===== config.mk =====
export PLATFORM = sky130hd
export DESIGN_NAME = disp_timing_gen
export DESIGN_NICKNAME = d
export VERILOG_FILES = /design/src/rtl/tgen_pkg.sv /design/src/rtl/tgen_axis.sv /design/src/rtl/tgen_regs.sv /design/src/rtl/disp_timing_gen.sv
export SDC_FILE = /design/constraint.sdc
export NUM_CORES = 1
export LEC_CHECK = 0
export ABC_AREA = 1
export BUFFER_PORTS_ARGS = -buffer_cell sky130_fd_sc_hd__clkbuf_2
export CAP_MARGIN = 20
export CORE_ASPECT_RATIO = 0.5
export CORE_MARGIN = 4
export CORE_UTILIZATION = 45
export DETAILED_ROUTE_END_ITERATION = 7
export GPL_ROUTABILITY_DRIVEN = 0
export PLACE_DENSITY = 0.68
export SYNTH_ARGS = -nofsm -noshare
export SYNTH_HDL_FRONTEND = slang
export SYNTH_SLANG_ARGS = --single-unit

===== constraint.sdc =====
create_clock -name clk_i -period 6.2 [get_ports clk_i]
set_clock_uncertainty 0.15 [all_clocks]
set_input_delay 0.31 -clock clk_i [delete_from_list [all_inputs] [get_ports clk_i]]
set_output_delay 0.31 -clock clk_i [all_outputs]
set_load 0.05 [all_outputs]

===== src/rtl/tgen_pkg.sv =====
package tgen_pkg;
  typedef enum logic [1:0] {
    PH_SYNC  = 2'd0,
    PH_BACK  = 2'd1,
    PH_ACT   = 2'd2,
    PH_FRONT = 2'd3
  } phase_e;

  localparam int NUM_TIM   = 12;
  localparam int TIM_H     = 0;
  localparam int TIM_V0    = 4;
  localparam int TIM_V1    = 8;
  localparam int OFS_ACT   = 2;
  localparam int ADDR_CTRL = 0;
  localparam int ADDR_TIM  = 1;
  localparam int ADDR_MASK = 13;
  localparam int ADDR_STAT = 14;
  localparam int CTRL_EN   = 0;
  localparam int CTRL_INTL = 1;
  localparam int CTRL_HLOW = 2;
  localparam int CTRL_VLOW = 3;
endpackage


===== src/rtl/tgen_axis.sv =====
module tgen_axis
  import tgen_pkg::*;
#(
  parameter int CW = 12,
  localparam int PW = CW + 2
) (
  input  logic          clk_i,
  input  logic          rst_ni,
  input  logic          clear_i,
  input  logic          step_i,
  input  logic [CW-1:0] len_sync_i,
  input  logic [CW-1:0] len_back_i,
  input  logic [CW-1:0] len_act_i,
  input  logic [CW-1:0] len_front_i,
  output phase_e        phase_o,
  output logic [PW-1:0] pos_o,
  output logic          wrap_o
);
  phase_e        phase_q;
  logic [CW-1:0] seg_q, seg_len;
  logic [PW-1:0] pos_q;
  logic          seg_last;

  always_comb begin
    unique case (phase_q)
      PH_SYNC: seg_len = len_sync_i;
      PH_BACK: seg_len = len_back_i;
      PH_ACT:  seg_len = len_act_i;
      default: seg_len = len_front_i;
    endcase
  end

  assign seg_last = (seg_q == seg_len);
  assign wrap_o   = step_i && seg_last && (phase_q == PH_FRONT);

  always_ff @(posedge clk_i or negedge rst_ni) begin
    if (!rst_ni) begin
      phase_q <= PH_SYNC;
      seg_q   <= '0;
      pos_q   <= '0;
    end else if (clear_i) begin
      phase_q <= PH_SYNC;
      seg_q   <= '0;
      pos_q   <= '0;
    end else if (step_i) begin
      if (seg_last) begin
        seg_q   <= '0;
        phase_q <= phase_e'(phase_q + 2'd1);
      end else begin
        seg_q <= seg_q + 1'b1;
      end
      pos_q <= wrap_o ? '0 : pos_q + 1'b1;
    end
  end

  assign phase_o = phase_q;
  assign pos_o   = pos_q;


  wrap_restart_chk: assert property (@(posedge clk_i) disable iff (!rst_ni)
    wrap_o |=> (pos_q == '0) && (phase_q == PH_SYNC));


  idle_hold_chk: assert property (@(posedge clk_i) disable iff (!rst_ni)
    (!clear_i && !step_i) |=> $stable(pos_q));
endmodule


===== src/rtl/tgen_regs.sv =====
module tgen_regs
  import tgen_pkg::*;
#(
  parameter int AW = 4,
  parameter int DW = 16,
  parameter int CW = 12
) (
  input  logic          clk_i,
  input  logic          rst_ni,
  input  logic          wr_en_i,
  input  logic [AW-1:0] addr_i,
  input  logic [DW-1:0] wdata_i,
  output logic [DW-1:0] rdata_o,
  input  logic          load_i,
  input  logic          frame_end_i,
  output logic          en_o,
  output logic          intl_o,
  output logic          hlow_o,
  output logic          vlow_o,
  output logic [CW-1:0] tim_o [NUM_TIM],
  output logic          irq_o
);
  logic [3:0]    ctrl_q, ctrl_nxt, ctrl_sh;
  logic [CW-1:0] tim_q [NUM_TIM];
  logic [CW-1:0] tim_nxt [NUM_TIM];
  logic [CW-1:0] tim_sh [NUM_TIM];
  logic          mask_q, stat_q, stat_clr;

  always_comb begin
    ctrl_nxt = ctrl_q;
    tim_nxt  = tim_q;
    if (wr_en_i) begin
      if (addr_i == AW'(ADDR_CTRL)) ctrl_nxt = wdata_i[3:0];
      for (int i = 0; i < NUM_TIM; i++)
        if (addr_i == AW'(ADDR_TIM + i)) tim_nxt[i] = wdata_i[CW-1:0];
    end
  end

  assign stat_clr = wr_en_i && (addr_i == AW'(ADDR_STAT)) && wdata_i[0];

  always_ff @(posedge clk_i or negedge rst_ni) begin
    if (!rst_ni) begin
      ctrl_q  <= '0;
      ctrl_sh <= '0;
      mask_q  <= 1'b0;
      stat_q  <= 1'b0;
      for (int i = 0; i < NUM_TIM; i++) begin
        tim_q[i]  <= '0;
        tim_sh[i] <= '0;
      end
    end else begin
      ctrl_q <= ctrl_nxt;
      tim_q  <= tim_nxt;
      // working copy follows the programmed value only at a frame start
      if (load_i) begin
        ctrl_sh <= ctrl_nxt;
        tim_sh  <= tim_nxt;
      end
      if (wr_en_i && addr_i == AW'(ADDR_MASK)) mask_q <= wdata_i[0];
      if (frame_end_i)   stat_q <= 1'b1;
      else if (stat_clr) stat_q <= 1'b0;
    end
  end

  always_comb begin
    rdata_o = '0;
    if (addr_i == AW'(ADDR_CTRL)) rdata_o = DW'(ctrl_q);
    if (addr_i == AW'(ADDR_MASK)) rdata_o = DW'(mask_q);
    if (addr_i == AW'(ADDR_STAT)) rdata_o = DW'(stat_q);
    for (int i = 0; i < NUM_TIM; i++)
      if (addr_i == AW'(ADDR_TIM + i)) rdata_o = DW'(tim_q[i]);
  end

  assign en_o   = ctrl_q[CTRL_EN];
  assign intl_o = ctrl_sh[CTRL_INTL];
  assign hlow_o = ctrl_sh[CTRL_HLOW];
  assign vlow_o = ctrl_sh[CTRL_VLOW];
  assign tim_o  = tim_sh;
  assign irq_o  = stat_q && mask_q;


  stat_sticky_chk: assert property (@(posedge clk_i) disable iff (!rst_ni)
    (stat_q && !stat_clr) |=> stat_q);


  stat_source_chk: assert property (@(posedge clk_i) disable iff (!rst_ni)
    $rose(stat_q) |-> $past(frame_end_i));


  shadow_hold_chk: assert property (@(posedge clk_i) disable iff (!rst_ni)
    !load_i |=> $stable(tim_sh[TIM_H + OFS_ACT]) && $stable(ctrl_sh));
endmodule


===== src/rtl/disp_timing_gen.sv =====
module disp_timing_gen
  import tgen_pkg::*;
#(
  parameter int AW = 4,
  parameter int DW = 16,
  parameter int CW = 12
) (
  input  logic          clk_i,
  input  logic          rst_ni,
  input  logic          wr_en_i,
  input  logic [AW-1:0] addr_i,
  input  logic [DW-1:0] wdata_i,
  output logic [DW-1:0] rdata_o,
  output logic          hsync_o,
  output logic          vsync_o,
  output logic          de_o,
  output logic          field_o,
  output logic [CW+1:0] hcnt_o,
  output logic [CW+1:0] vcnt_o,
  output logic          irq_o
);
  localparam int PW = CW + 2;

  logic          en, intl, hlow, vlow;
  logic [CW-1:0] tim [NUM_TIM];
  logic [CW-1:0] v_len [4];
  logic          h_wrap, v_wrap, frame_end, field_q;
  phase_e        h_ph, v_ph;
  logic [PW-1:0] h_pos, v_pos;

  assign frame_end = v_wrap && (!intl || field_q);

  tgen_regs #(.AW(AW), .DW(DW), .CW(CW)) u_regs (
    .clk_i, .rst_ni, .wr_en_i, .addr_i, .wdata_i, .rdata_o,
    .load_i(!en || frame_end), .frame_end_i(frame_end),
    .en_o(en), .intl_o(intl), .hlow_o(hlow), .vlow_o(vlow),
    .tim_o(tim), .irq_o
  );

  for (genvar k = 0; k < 4; k++) begin : g_vsel
    assign v_len[k] = field_q ? tim[TIM_V1 + k] : tim[TIM_V0 + k];
  end

  tgen_axis #(.CW(CW)) u_h (
    .clk_i, .rst_ni, .clear_i(!en), .step_i(1'b1),
    .len_sync_i(tim[TIM_H]), .len_back_i(tim[TIM_H + 1]),
    .len_act_i(tim[TIM_H + 2]), .len_front_i(tim[TIM_H + 3]),
    .phase_o(h_ph), .pos_o(h_pos), .wrap_o(h_wrap)
  );

  tgen_axis #(.CW(CW)) u_v (
    .clk_i, .rst_ni, .clear_i(!en), .step_i(h_wrap),
    .len_sync_i(v_len[0]), .len_back_i(v_len[1]),
    .len_act_i(v_len[2]), .len_front_i(v_len[3]),
    .phase_o(v_ph), .pos_o(v_pos), .wrap_o(v_wrap)
  );

  always_ff @(posedge clk_i or negedge rst_ni) begin
    if (!rst_ni)     field_q <= 1'b0;
    else if (!en)    field_q <= 1'b0;
    else if (v_wrap) field_q <= intl && !field_q;
  end

  assign hsync_o = (en && h_ph == PH_SYNC) ^ hlow;
  assign vsync_o = (en && v_ph == PH_SYNC) ^ vlow;
  assign de_o    = en && (h_ph == PH_ACT) && (v_ph == PH_ACT);
  assign field_o = field_q;
  assign hcnt_o  = h_pos;
  assign vcnt_o  = v_pos;


  de_region_chk: assert property (@(posedge clk_i) disable iff (!rst_ni)
    de_o |-> (hcnt_o != '0) && (vcnt_o != '0));


  frame_field_chk: assert property (@(posedge clk_i) disable iff (!rst_ni)
    frame_end |=> !field_o);


  disable_zero_chk: assert property (@(posedge clk_i) disable iff (!rst_ni)
    !en |=> (hcnt_o == '0) && (vcnt_o == '0) && !field_o);
endmodule


==> results of run 1 <==
-- through the flow --
step                utilization [%]  power (mW)  setup slack (ns)  cell area (um2)  cells
finish                         50.1        7.08              2.07            18800   2720
floorplan                         -        4.39              3.59            17200   2207
detailed placement             47.0        4.95              2.16            17600   2656
global placement               47.0        4.90              2.25            17600   2656
CTS                            50.1        7.10              2.10            18800   2718
global route                   50.1        7.50              1.79            18800   2720
-- critical path: stages, from the launching register on --
cell and delay (ns):
dfrtp_1 0.43, inv_1 0.12, ha_1 0.53, buf_4 0.38, a21oi_1 0.11, nand2_1 0.09, nand3_1 0.18, nand2_1 0.13
nand2_1 0.06, nand2_1 0.06, nand2_1 0.05, nor2_1 0.17, nand2_1 0.12, nor2_4 0.32, nand3_4 0.15, nand2_4 0.45
buf_12 0.30, nand2_1 0.11, nand2_1 0.07
-- power groups by stage --
stage	Combinational [mW]	Clock, mW	Sequential [mW]
floorplan	1.32	0	3.06
global placement	1.76	0	3.14
detailed placement	1.79	0	3.15
CTS	1.81	2.18	3.12
global route	2.04	2.28	3.18
finish	1.81	2.15	3.12
-- metal layers --
| layer | global-route usage, % | share of wire [%] | vias to the layer above |
|---|---|---|---|
| li1 | - | - | 7108 |
| met3 | 3.53 | 6.9 | 78 |
| met5 | 0 | 0.027 | - |
| met1 | 33.8 | 45 | 7135 |
| met2 | 37.0 | 45 | 496 |
| met4 | 6.84 | 2.5 | 2 |
-- worst max-delay path by stage --
stage	start	end
3_5_place_dp	u_v.phase_o[0]$_DFFE_PN0P_	u_regs.tim_o[31]$_DFFE_PN0P_
4_1_cts	u_v.phase_o[0]$_DFFE_PN0P_	u_regs.tim_o[5]$_DFFE_PN0P_
3_3_place_gp	u_v.phase_o[0]$_DFFE_PN0P_	u_regs.tim_o[33]$_DFFE_PN0P_
2_1_floorplan	field_o$_DFFE_PN0P_	u_regs.tim_o[120]$_DFFE_PN0P_
6_report	u_v.phase_o[0]$_DFFE_PN0P_	u_regs.tim_o[5]$_DFFE_PN0P_
5_1_grt	u_v.phase_o[1]$_DFFE_PN0P_	u_regs.tim_o[19]$_DFFE_PN0P_
-- sequential cells by signal, indices dropped and copies added (netlist names), named ones only --
name / count
u_regs.ctrl_sh: 3
u_regs.tim_q: 144
u_regs.ctrl_q: 3
u_v.seg_q: 12
u_v.phase_o: 2
u_regs.stat_q: 1
u_h.phase_o: 2
u_h.seg_q: 12
u_regs.mask_q: 1
u_v.pos_o: 14
u_regs.tim_o: 144
u_h.pos_o: 14
field_o: 1
-- Yosys cell counts, types with 14 or more instances --
cell | number | area, um2
nand4_1 | 37 | 231
nand3_1 | 256 | 1280
nor2_1 | 86 | 323
ha_1 | 14 | 175
buf_6 | 22 | 248
xor2_1 | 18 | 158
o21ai_0 | 193 | 966
nand2_1 | 875 | 3280
a21oi_1 | 65 | 325
nor3_1 | 17 | 85.1
dfrtp_1 | 354 | 8860
clkbuf_1 | 63 | 236
buf_2 | 21 | 105
inv_1 | 108 | 405
-- cell type report --
| cell class | instances | area, um2 | share of cell area (%) |
|---|---|---|---|
| Multi-Input combinational cell | 1608 | 7170 | 38.1 |
| Antenna cell | 1 | 2.50 | 0.0133 |
| Inverter | 113 | 424 | 2.26 |
| Clock buffer | 51 | 1040 | 5.52 |
| Timing Repair Buffer | 89 | 586 | 3.11 |
| Clock inverter | 10 | 100 | 0.532 |
| Tap cell | 494 | 618 | 3.29 |
| Sequential cell | 354 | 8860 | 47.1 |
-- cell families after synthesis --
logic type	Yosys count	share of synthesized area (%)
flops	354	51.6
compound gates	274	8.16
fa+ha+maj	14	1.02
xor+xnor	23	1.17
simple gates	1293	31.2
buf+inv	245	6.80
other cells	1	0.0218
==> metrics.txt, run 1 <==
Clk pwr share 30.3%; row count 50; cell count of the worst reg-to-reg path 18; antenna-violating nets left 0; clk buf depth 3; Netlist Area Pre-Place approximately 17000 um2; Die Ht 146 um; Leak just over 9 nW; number of enable flip-flop cells after synthesis 0; post-CTS setup buffers 0; sequential power share 44.1%; Fill cells between 3000 and 4000; worst reg2reg startpoint u_v.phase_o[0]$_DFFE_PN0P_; wire length per cell between 15 and 20 um; FMAX 242 MHz; commonest non-fill, non-tap cell in the layout nand2_1; final hold violations 0; largest net degree at the start of global routing between 150 and 200; core area 37500 um2; setup TNS 0 ns; syn avg cell area roughly 7.8 um2; cts repair resizes 0; share of post-route cells with drive strength above 1 ~7%; via count between 10000 and 15000; hold depth 4; CTS Hold Bufs 1; Final Setup Violations 0; post-DP HPWL ~31 mm; Req. time, crit path about 6.5 ns; Pre-Repair DR Iteration Count 5; Hold Crit Endpoint u_regs.mask_q$_DFFE_PN0P_; Die Area roughly 42000 um2; HP Class in -> reg; Worst R2R End u_regs.tim_o[5]$_DFFE_PN0P_; TritonCTS clock tree yes; post-synth cell types 36; status complete, no violations; worst hold path startpoint addr_i[1]; Slew Viols, Final 0; Die X about 280 um; Overflow after GRT 0; # IOs just over 70; vias per std cell 5.45; slew margin rel. between 30% and 40%; PortBufs 63; Routed WL 48.7 mm; CTS clk-pin slew, worst paths approximately 0.060 ns; commonest cells after routing, fill and taps aside nand2_1 (875), dfrtp_1 (353), nand3_1 (256); crit end category flop; Int Pwr about 4.6 mW; Initial Util between 40% and 50%; pwr dens 377 nW/um2; Final nets 2237; Reg2Reg Setup Slack between 2 and 2.5 ns; worst ir drop on vdd around 0.17 mV; top_reg_cell synth dfrtp_1; combinational share of power ~26%; clk_lat worst skew 0.53 ns; vias in the first global route ~14000; Worst Setup Start Kind flop; synth warn 0; asr flop ratio synth 100%; min Tclk post-route roughly 4.1 ns; first-pass GRT wire length approximately 78 mm; Root Buffer Master clkbuf_16; CTS buffer count 34; RSZ-0062 raised after global routing no; worst-path fanout max 46; CP arrival around 4.5 ns; Syn Inst Count 2204; Switching Fraction between 30% and 40%; detailed router's first-iteration violation count 1514; FF+latch count, synth ~350; Seq/Total Area, Yosys slightly above 50%; H-tree levels 2; Total GRT Usage between 20% and 30%; critical path class reg -> reg; worst hold margin between 0.04 and 0.05 ns; initial antenna violation count 2; clk sink count between 300 and 400; Area Growth Syn to Fin 9.49%; period utilization 66.6%; max-cap violation count 0; Switch Pwr ~2.5 mW; Worst-Margin Slew between 0.9 and 1 ns; DRC 0
Power figures use the tool's default switching activity.
==> run 2: changes to the inputs <==
Clock period 6.2 ns to 3.8 ns, I/O delays scaled along.
==> run 2 against run 1 <==
  * Die area is the same
  * Non-clock buffer count grew 21
  * Design area grew 1.9%
  * Largest power group unchanged
  * Highest routed layer is now met4
==> metrics.txt, run 2 (same netlist as run 1, synthesis figures left out) <==
status complete, no violations; slew margin rel. 33.3% (-1.3 points); RSZ-0062 raised after global routing no; Worst-Margin Slew 1.00 ns (+0.0192 ns); # IOs 72 (unchanged); period utilization between 90% and 100%; PortBufs 63 (unchanged); DRC 0 (unchanged); wire length per cell 17.8 um (-0.78%); final hold violations 0 (unchanged); initial antenna violation count 1 (-1); detailed router's first-iteration violation count 1440 (-4.9%); CTS buffer count 34 (unchanged); CTS clk-pin slew, worst paths 0.06 ns (about the same); Die X 284 um (unchanged); critical path class in -> out; Area Growth Syn to Fin 11.6%; vias in the first global route 14000 (+0.66%); vias per std cell 5.44 (-0.12%); Overflow after GRT 0 (unchanged); crit end category output port; Leak 9.53 nW (+1.8%); Final nets 2258 (+0.94%); Total GRT Usage 23.1% (-0.32 points); Routed WL 48.7 mm (about the same); min Tclk post-route 3.50 ns; share of post-route cells with drive strength above 1 7.66% (+0.83 points); row count 50 (unchanged); Slew Viols, Final 0 (unchanged); pwr dens 624 nW/um2 (+66%); Final Setup Violations 0 (unchanged); Layout Cells excl Fill 2740 (+0.74%); Worst Setup Start Kind input pin; Die Area 41500 um2 (unchanged); Clk pwr share 32.1% (+1.8 points); commonest non-fill, non-tap cell in the layout nand2_1; post-DP HPWL 31.6 mm (+1.7%); worst-path fanout max 13 (-72%); cts repair resizes 0 (unchanged); clk sink count 354 (unchanged); Placed Instances 2674 (+0.68%); FMAX 286 MHz; via count 14900 (+0.61%); clk_lat worst skew 0.53 ns (about the same); Die Ht 146 um (unchanged); HP Class in -> reg; sequential power share 42.5% (-1.6 points); Root Buffer Master clkbuf_16; largest net degree at the start of global routing 126 (-19%); Initial Util 45.7% (unchanged); commonest cells after routing, fill and taps aside nand2_1 (875), dfrtp_1 (353), nand3_1 (256); first-pass GRT wire length 77.4 mm (-1.0%); Int Pwr 7.84 mW (+71%); clk buf depth 3 (unchanged); TritonCTS clock tree yes; antenna-violating nets left 0 (unchanged); combinational share of power 25.3% (-0.2 points); Switch Pwr 4.11 mW (+65%); setup TNS 0 ns (unchanged); Switching Fraction 34.4% (-0.86 points); H-tree levels 2 (unchanged); max-cap violation count 0 (unchanged); cell count of the worst reg-to-reg path 18 (unchanged); worst ir drop on vdd 0.323 mV (+89%); hold depth 6 (+2); Fill cells 3599 (+0.25%); core area 37500 um2 (unchanged); Req. time, crit path 3.46 ns (-3.06 ns); CP arrival 3.16 ns (-1.29 ns); Pre-Repair DR Iteration Count 5 (unchanged)
## run 2: changes by cell type in the layout (fill, tap and decap cells not counted), moves of 4 or more
cell | before | now
clkinv_2 | 8 | 2
buf_12 | 5 | 10
dlygate4sd3_1 | 1 | 5
clkbuf_1 | 8 | 3
buf_4 | 20 | 32
bufinv_16 | 2 | 6
## run 2: timing repair
action / in CTS / in global routing
setup buffers: 0 / 0
hold buffers: 5 / 0
endpoints found under the hold margin: 106 / 0
## run 2: per-stage QoR
step / hold slack [ns] / setup WS [ns] / total power [mW] / instance area (um2) / util, %
finish: 0.0198 / 0.300 / 11.9 / 19200 / 51.0
global route: 0.0981 / 0.213 / 12.6 / 19200 / 51.0
CTS: 0.0103 / 0.402 / 12.0 / 19200 / 51.0
detailed placement: 0.191 / 0.570 / 8.11 / 17800 / 47.5
global placement: 0.194 / 0.598 / 8.05 / 17800 / 47.5
floorplan: -0.256 / 1.19 / 7.16 / 17200 / -
## run 2: layer usage
layer  GRT usage (%)  vias up  wire (um)
li1                -     7138          -
met1            33.8     7170      22600
met2            35.7      524      21800
met3            3.68       78       3140
met4            6.84        0       1180
met5               0        -          0
## run 2: layout make-up
type,instances,area [um2],share of cell area [%]
sequential,354,8860,46.3
multi-input combinational,1608,7170,37.4
clock buffer,48,1050,5.47
timing repair buffer,110,816,4.26
tap,494,618,3.23
inverter,113,424,2.21
clock inverter,11,215,1.12
antenna,2,5.00,0.0261
## run 2: power groups by stage
| stage | clock network, mW | registers [mW] | logic, mW |
|---|---|---|---|
| after global routing | 4.06 | 5.17 | 3.39 |
| after CTS | 3.88 | 5.06 | 3.02 |
| after global placement | 0 | 5.10 | 2.94 |
| after detailed placement | 0 | 5.12 | 2.99 |
| final | 3.84 | 5.08 | 3.03 |
| after floorplan | 0 | 5.00 | 2.16 |
## run 2: critical path: stages
cell           delay, ns
dlygate4sd3_1       0.57
clkbuf_2            0.14
inv_1               0.09
nor2_1              0.10
nand2_1             0.07
inv_1               0.26
nand2_1             0.15
nand3_1             0.12
a211oi_1            0.34
nand4_1             0.27
o21ai_0             0.15
nand3_1             0.11
o21ai_0             0.22
nand2_1             0.11
clkbuf_2            0.26
## run 2: path summary, 6_finish.rpt
check | startpoint | to | slack (ns)
max in group asynchronous | rst_ni | u_regs.tim_o[26]$_DFFE_PN0P_ | 2.41
setup reg to reg | u_h.phase_o[0]$_DFFE_PN0P_ | u_v.phase_o[1]$_DFFE_PN0P_ | 0.49
hold reg to reg | u_h.pos_o[0]$_DFF_PN0_ | u_h.pos_o[0]$_DFF_PN0_ | 0.34
setup / recovery | addr_i[0] | rdata_o[4] | 0.30
hold / removal | addr_i[3] | u_regs.stat_q$_DFFE_PN0P_ | 0.02
min in group asynchronous | rst_ni | u_h.pos_o[6]$_DFF_PN0_ | 0.21
==> run 3: changes to the inputs <==
Settings changed: BUFFER_PORTS_ARGS -buffer_cell sky130_fd_sc_hd__clkbuf_2 to unset, CTS_CLUSTER_SIZE set to 25, DONT_BUFFER_PORTS set to 1, PLACE_DENSITY 0.68 to 0.67.
==> run 3 against run 2 <==
  * Design area down 2.7%
  * First-iteration DRC count up 13%
  * Total power down 3.7%
  * Critical path type unchanged
  * Global-route usage up 0.18 points
  * The flow now finishes with violations (hold timing)
==> metrics.txt, run 3 (same netlist as run 1, synthesis figures left out) <==
status finished with violations; failing checks hold timing; Overflow after GRT 0 (unchanged); Worst-Margin Slew 1.17 ns (+0.173 ns); Reg2Reg Setup Slack 0.49 ns (about the same); cell count of the worst reg-to-reg path 17 (-1); HP Class in -> async; via count 14700 (-1.7%); H-tree levels 2 (unchanged); clk buf depth 3 (unchanged); CTS Hold Bufs 7 (+2); worst stage delay on the critical path 0.59 ns (+0.02 ns); setup TNS 0 ns (unchanged); period utilization 89.4% (-2.7 points); commonest cells after routing, fill and taps aside nand2_1 (875), dfrtp_1 (353), nand3_1 (256); vias per std cell 5.47 (+0.61%); vias in the first global route 13800 (-1.2%); DR top layer met5; commonest non-fill, non-tap cell in the layout nand2_1; max-cap violation count 0 (unchanged); Final nets 2195 (-2.8%); worst-path fanout max 13 (unchanged); CP most frequent cell nand2_1; crit end category output port; met3 WL 3.63 mm (+16%); antenna-violating nets left 0 (unchanged); CP max-delay cell dlygate4sd3_1; Die X 284 um (unchanged); critical path class in -> out; wire length per cell 18.2 um (+2.4%); clk sink count 354 (unchanged); Initial Util 45.7% (unchanged); Final Setup Violations 0 (unchanged); Die Ht 146 um (unchanged); Worst Setup Start Kind input pin; detailed router's first-iteration violation count 1623 (+13%); row count 50 (unchanged); # IOs 72 (unchanged); pwr dens 617 nW/um2 (-1.0%); share of post-route cells with drive strength above 1 4.68% (-3.0 points); Fill cells 3647 (+1.3%); core area 37500 um2 (unchanged); clk_lat worst skew 0.53 ns (about the same); Worst R2R End u_h.pos_o[5]$_DFF_PN0_; Die Area 41500 um2 (unchanged); critical path, cell by cell dlygate4sd3_1 -> nor2_1 -> nand2_1 -> inv_1 -> nand2_1 -> nand3_1 -> a211oi_1 -> nand4_1 -> o21ai_0 -> nand3_1 -> o21ai_0 -> nand2_1; worst reg2reg startpoint u_h.phase_o[0]$_DFFE_PN0P_; min Tclk post-route 3.40 ns (-0.101 ns); RSZ-0062 raised after global routing no; Root Buffer Master clkbuf_16; DRC 0 (unchanged); dpl cell area 17400 um2 (-2.3%); CP arrival 3.06 ns (-0.10 ns); M1 WL 22.1 mm (-2.0%); Total GRT Usage 23.3% (+0.18 points); Buf+Inv Stages, Crit Path 2 (-3); Req. time, crit path 3.46 ns (about the same); routed wl met2 21.8 mm (-0.15%); worst hold margin -0.756 ns (-0.776 ns); CTS buffer count 36 (+5.9%); slew margin rel. 21.8% (-12 points); CTS clk-pin slew, worst paths 0.06 ns (about the same); final hold violations 354 (+354); TritonCTS clock tree yes; post-DP HPWL 30.6 mm (-3.1%); CP startpoint addr_i[0]; Area Growth Syn to Fin 8.55%; design area 18600 um2 (-2.7%); first-pass GRT wire length 77.7 mm (+0.40%); largest net degree at the start of global routing 355 (+180%); Slew Viols, Final 0 (unchanged); Leak 9.15 nW (-4.0%); initial antenna violation count 1 (unchanged); FMAX 294 MHz (+3.0%); CP top delay family simple AND/OR/NAND/NOR gates; worst ir drop on vdd 0.309 mV (-4.6%); Routed WL 48.7 mm (about the same); PortBufs 0 (-100%); Pre-Repair DR Iteration Count 6 (+1)
run 3: area by class of cell:
class,instances,area (um2),share of cell area (%)
Tap cell,494,618,3.32
Antenna cell,2,5.00,0.0269
Inverter,113,424,2.28
Sequential cell,354,8860,47.5
Timing Repair Buffer,45,418,2.24
Clock buffer,50,1020,5.50
Clock inverter,11,118,0.631
Multi-Input combinational cell,1608,7170,38.5
run 3: how the worst max path moves through the flow:
stage / end / slack (ns) / depth (start not counted)
after detailed placement: u_h.pos_o[2]$_DFF_PN0_ / 0.57 / 16
final: rdata_o[5] / 0.40 / 12
after global routing: rdata_o[4] / 0.25 / 12
after floorplan: u_regs.tim_o[120]$_DFFE_PN0P_ / 1.19 / 17
after CTS: rdata_o[4] / 0.48 / 12
after global placement: u_regs.tim_o[129]$_DFFE_PN0P_ / 0.59 / 18
run 3: repair_timing:
action	4_1_cts	5_1_grt
hold endpoints to repair	365	354
setup buffers	0	0
resized for setup	0	0
setup endpoints to repair	0	0
run 3: per-stage QoR:
stage	power, mW	cells	worst slack, ns	util [%]
final	11.5	2677	0.401	49.7
after global routing	12.2	2675	0.250	49.6
after CTS	11.5	2675	0.483	49.6
after detailed placement	8.00	2607	0.572	46.4
after global placement	7.92	2607	0.594	46.4
after floorplan	7.16	2207	1.19	-
run 3: metal layers:
| layer | vias up | global-route usage [%] |
|---|---|---|
| li1 | 7021 | - |
| met2 | 497 | 36.4 |
| met3 | 88 | 4.90 |
| met5 | - | 0 |
| met1 | 7048 | 33.0 |
| met4 | 2 | 6.69 |
run 3: power by group:
group	internal [mW]	total (mW)	switching (mW)
Clock	2.02	3.52	1.50
Combinational	0.892	2.88	1.99
Sequential	4.59	5.10	0.507
